File: src/rtl/scsi_irq_status.sv
module scsi_irq_status #(
  parameter int ID_W    = 4,
  parameter int PHASE_W = 3,
  parameter int RD_GAP  = 12
) (
  input  logic               clk,
  input  logic               rst_n,
  input  logic               tgt_mode,
  input  logic [PHASE_W-1:0] exp_phase,
  input  logic [PHASE_W-1:0] bus_phase,
  input  logic               req_in,
  input  logic               atn_in,
  input  logic               arb_only_done,
  input  logic               arb_full_done,
  input  logic               sel_try,
  input  logic               resel_try,
  input  logic [ID_W-1:0]    sel_id,
  input  logic [ID_W-1:0]    own_id,
  input  logic               sel_en,
  input  logic               resel_en,
  input  logic               fifo_underrun,
  input  logic               rd_en,
  input  logic [7:0]         irq_mask,
  output logic [7:0]         rd_data,
  output logic               irq,
  output logic               rd_too_soon
);
  localparam int CW = $clog2(RD_GAP + 1);
  localparam logic [CW-1:0] GAP_MAX = CW'(RD_GAP);

  logic          req_q, atn_q;
  logic          req_rise, atn_rise, id_hit;
  logic [4:0]    stat, set_v;
  logic [CW-1:0] gap_cnt;

  assign req_rise = req_in & ~req_q;
  assign atn_rise = atn_in & ~atn_q;
  assign id_hit   = (sel_id == own_id);

  assign set_v[4] = tgt_mode ? atn_rise : (req_rise && (bus_phase != exp_phase));
  assign set_v[3] = arb_only_done | arb_full_done;
  assign set_v[2] = sel_try & sel_en & id_hit;
  assign set_v[1] = resel_try & resel_en & id_hit;
  assign set_v[0] = fifo_underrun;

  always_ff @(posedge clk) begin
    if (!rst_n) begin
      req_q <= 1'b0;
      atn_q <= 1'b0;
      stat  <= '0;
    end else begin
      req_q <= req_in;
      atn_q <= atn_in;
      stat  <= rd_en ? set_v : (stat | set_v);
    end
  end

  always_ff @(posedge clk) begin
    if (!rst_n)
      gap_cnt <= GAP_MAX;
    else if (rd_en)
      gap_cnt <= CW'(1);
    else if (gap_cnt < GAP_MAX)
      gap_cnt <= gap_cnt + CW'(1);
  end

  assign rd_data     = {stat, 3'b000};
  assign irq         = |(rd_data & irq_mask);
  assign rd_too_soon = rd_en && (gap_cnt < GAP_MAX);
endmodule

File: config.mk
export PLATFORM = sky130hd
export DESIGN_NAME = scsi_irq_status
export DESIGN_NICKNAME = d
export VERILOG_FILES = /design/src/rtl/scsi_irq_status.sv
export SDC_FILE = /design/constraint.sdc
export NUM_CORES = 1
export LEC_CHECK = 0
export ABC_AREA = 1
export BUFFER_PORTS_ARGS = -buffer_cell sky130_fd_sc_hd__clkbuf_2
export CAP_MARGIN = 5
export CORE_ASPECT_RATIO = 1.2
export CORE_MARGIN = 3
export CORE_UTILIZATION = 25
export CTS_BUF_LIST = sky130_fd_sc_hd__clkbuf_4 sky130_fd_sc_hd__clkbuf_8
export DETAILED_ROUTE_END_ITERATION = 8
export HOLD_SLACK_MARGIN = 0.08
export PLACE_DENSITY_LB_ADDON = 0.25
export SETUP_SLACK_MARGIN = 0.5
export SYNTH_ARGS = -nofsm -noshare
export SYNTH_HDL_FRONTEND = slang
export SYNTH_SLANG_ARGS = --single-unit
File: constraint.sdc
create_clock -name clk -period 1.89 [get_ports clk]
set_input_delay 0.378 -clock clk [delete_from_list [all_inputs] [get_ports clk]]
set_output_delay 0.378 -clock clk [all_outputs]
set_load 0.02 [all_outputs]
==> impl_metrics.env <==
export IMPL_min_period_ns=1.50
export IMPL_crit_path_max_fanout=2
export IMPL_track_usage_pct=10.5
export IMPL_syn_inst=84
export IMPL_wl_per_cell_um=9.13
export IMPL_yosys_area_top_type="dfxtp_1"
export IMPL_synth_top_area_share_pct=37.5
export IMPL_ys_seq_area_share_pct=37.5
export IMPL_antenna_left=0
export IMPL_max_freq_mhz=666
export IMPL_cts_tree="yes"
export IMPL_drtIter0Drc=8
export IMPL_ir_drop_mv=0.257
export IMPL_cts_buffer_depth=2
export IMPL_initial_utilization_pct=27.4
export IMPL_grt_max_degree=9
export IMPL_num_rows=18
export IMPL_post_dp_hpwl_um=1210
export IMPL_drc=0
export IMPL_firstDrtPassIters=4
export IMPL_die_w_um=50.2
export IMPL_required_ns=1.51
export IMPL_final_common_cell="clkbuf_2"
export IMPL_skew_ns=0.00166
export IMPL_worstReg2RegStart="gap_cnt[0]"
export IMPL_period_share_pct=79.5
export IMPL_grt_antenna_before_repair=0
export IMPL_regArea_um2=224
export IMPL_outcome="complete, no violations"
export IMPL_max_cap_viol_count=0
export IMPL_worstPathArrival_ns=1.12
export IMPL_portBuffers=38
export IMPL_multiInputGateArea_um2=308
export IMPL_cp_slowest_cell="dfxtp_2"
export IMPL_grt_overflow_total=0
export IMPL_fin_cells=157
export IMPL_rrSetupSlack_ns=0.99
export IMPL_rsz0062_at_grt="true"
export IMPL_fp_dieH_um=59.1
export IMPL_dpl_cell_area_um2=792
export IMPL_final_area_um2=872
export IMPL_synth_cell_types=19
export IMPL_synth_area_leaders="dfxtp_1 (38%), nand2_1 (15%), xor2_1 (7.5%), inv_1 (6.4%), buf_4 (5.1%)"
export IMPL_setup_viol=0
export IMPL_grt_pass1_wl_um=2350
export IMPL_power_mw=0.559
export IMPL_start_kind="flop"
export IMPL_coreArea_um2=2140
export IMPL_hold_depth=3
export IMPL_final_max_slew_viol_count=0
export IMPL_fin_nets=164
export IMPL_power_density_nw_per_um2=641
export IMPL_end_kind="primary output"
export IMPL_critPathKind="reg2out"
export IMPL_syn_area_um2=587
export IMPL_cts_root_buf="clkbuf_4"
export IMPL_worst_slack_ns=0.388
export IMPL_htree_levels=1
export IMPL_critPathBufInv=1
export IMPL_drive_gt1_share_pct=44.1
export IMPL_routed_via_density=4.08
export IMPL_gp_congestion=0.664
export IMPL_cp_cell_sequence="nand2_1 -> nand2_1 -> a221oi_2 -> nand2_1 -> clkbuf_8"
export IMPL_antenna_cells=0
export IMPL_vias=641
export IMPL_cp_common_cell="nand2_1"
export IMPL_r2r_end="gap_cnt[1]"
export IMPL_hold_start="req_in"
export IMPL_cts_sinks=11
export IMPL_p_leak_nw=0.498
export IMPL_cp_top_family="flip-flops"
export IMPL_die_area_um2=2970
export IMPL_placedCellCount=150
export IMPL_setup_tns_ns=0
export IMPL_grt_pass1_vias=597
export IMPL_area_delta_synth_final_pct=48.6
export IMPL_hold_class="in2reg"
export IMPL_dp_slack_ns=0.414
export IMPL_finalWirelength_um=1430
export IMPL_clock_latency_ns=0.26
export IMPL_fillers=239
export IMPL_final_cell_mix="clkbuf_2 (36), nand2_1 (24), inv_1 (9), dfxtp_1 (8)"
export IMPL_ios=45
export IMPL_syn_area_per_cell_um2=6.99
export IMPL_clk_pin_slew_ns=0.06
export IMPL_critPathMaxStageDelay_ns=0.32
export IMPL_synth_seq_cells=11
export IMPL_cts_buffers=3
export IMPL_r2r_cells=3
export IMPL_min_to="req_q"
export IMPL_yosysWarnings=0
export IMPL_hold_viol_final=0
==> per-layer routing <==
metal | part of all wire (%) | vias up | GRT usage [%] | routed length [µm]
met4 | 2.5 | 0 | 8.30 | 36
li1 | - | 339 | - | -
met1 | 37 | 283 | 11.2 | 525
met3 | 3.9 | 4 | 1.51 | 56
met2 | 57 | 15 | 18.5 | 814
met5 | 0 | - | 0 | 0
==> layout make-up <==
type	instances	area share, %
clock buffer	4	3.44
inverter	12	5.16
multi-input combinational	59	35.3
sequential	11	25.7
tap	30	4.30
timing repair buffer	41	26.1
==> worst min-delay path, stage by stage <==
cell and delay (ns):
clkbuf_2 0.08, nand2_1 0.04, inv_1 0.04
==> repair_timing <==
action	in CTS	in global routing
hold buffers	0	0
pin swaps	1	2
endpoints found under the hold margin	0	0
setup buffers	2	1
cloned	0	0
gates resized for setup	7	4
setup endpoints to repair	2	2
==> how the worst max path moves through the flow <==
stage | slack, ns | from | to | cells after the start
6_report | 0.39 | stat[0] | irq | 5
5_1_grt | 0.27 | stat[0] | irq | 5
4_1_cts | 0.36 | stat[0] | irq | 5
3_5_place_dp | 0.41 | irq_mask[4] | irq | 6
3_3_place_gp | 0.44 | irq_mask[3] | irq | 6
2_1_floorplan | 0.65 | stat[1] | irq | 4
==> flip-flops by register name, indices dropped and copies added, names as in the netlist <==
name,flops
atn_q,1
gap_cnt,4
req_q,1
stat,5
==> Yosys cell counts <==
cell type and instances:
a221oi_1 1, ha_1 1, a21oi_1 3, o211ai_1 1, dfxtp_1 11, xnor2_1 1
nor3b_1 1, o21ai_1 4, buf_4 4, conb_1 1, nand3b_1 1, nand2_2 1
xor2_1 5, inv_1 10, nand3_1 5, inv_2 2, nand2_1 24, nor2_2 2
nor2_1 6
==> metrics by stage <==
step / hold slack, ns / utilization [%]
2_1_floorplan: 0.470 / -
3_3_place_gp: 0.467 / 37.0
3_5_place_dp: 0.478 / 37.0
4_1_cts: 0.300 / 40.1
5_1_grt: 0.314 / 40.8
6_report: 0.307 / 40.8
==> cells by family after synthesis <==
kind of cell / after synthesis / share of synthesized area, %
adder cells (fa/ha/maj): 1 / 2.13
AND/OR/NAND/NOR: 40 / 29.2
flip-flops: 11 / 37.5
AO/OA/AOI/OAI: 9 / 8.74
other: 1 / 0.639
buffers and inverters: 16 / 12.8
XOR/XNOR: 6 / 8.96
==> power by group <==
group / switching, mW / internal (mW)
logic: 0.0694 / 0.0656
registers: 0.0104 / 0.247
clock network: 0.0706 / 0.0959
total: 0.150 / 0.408
Power figures use the tool's default switching activity.
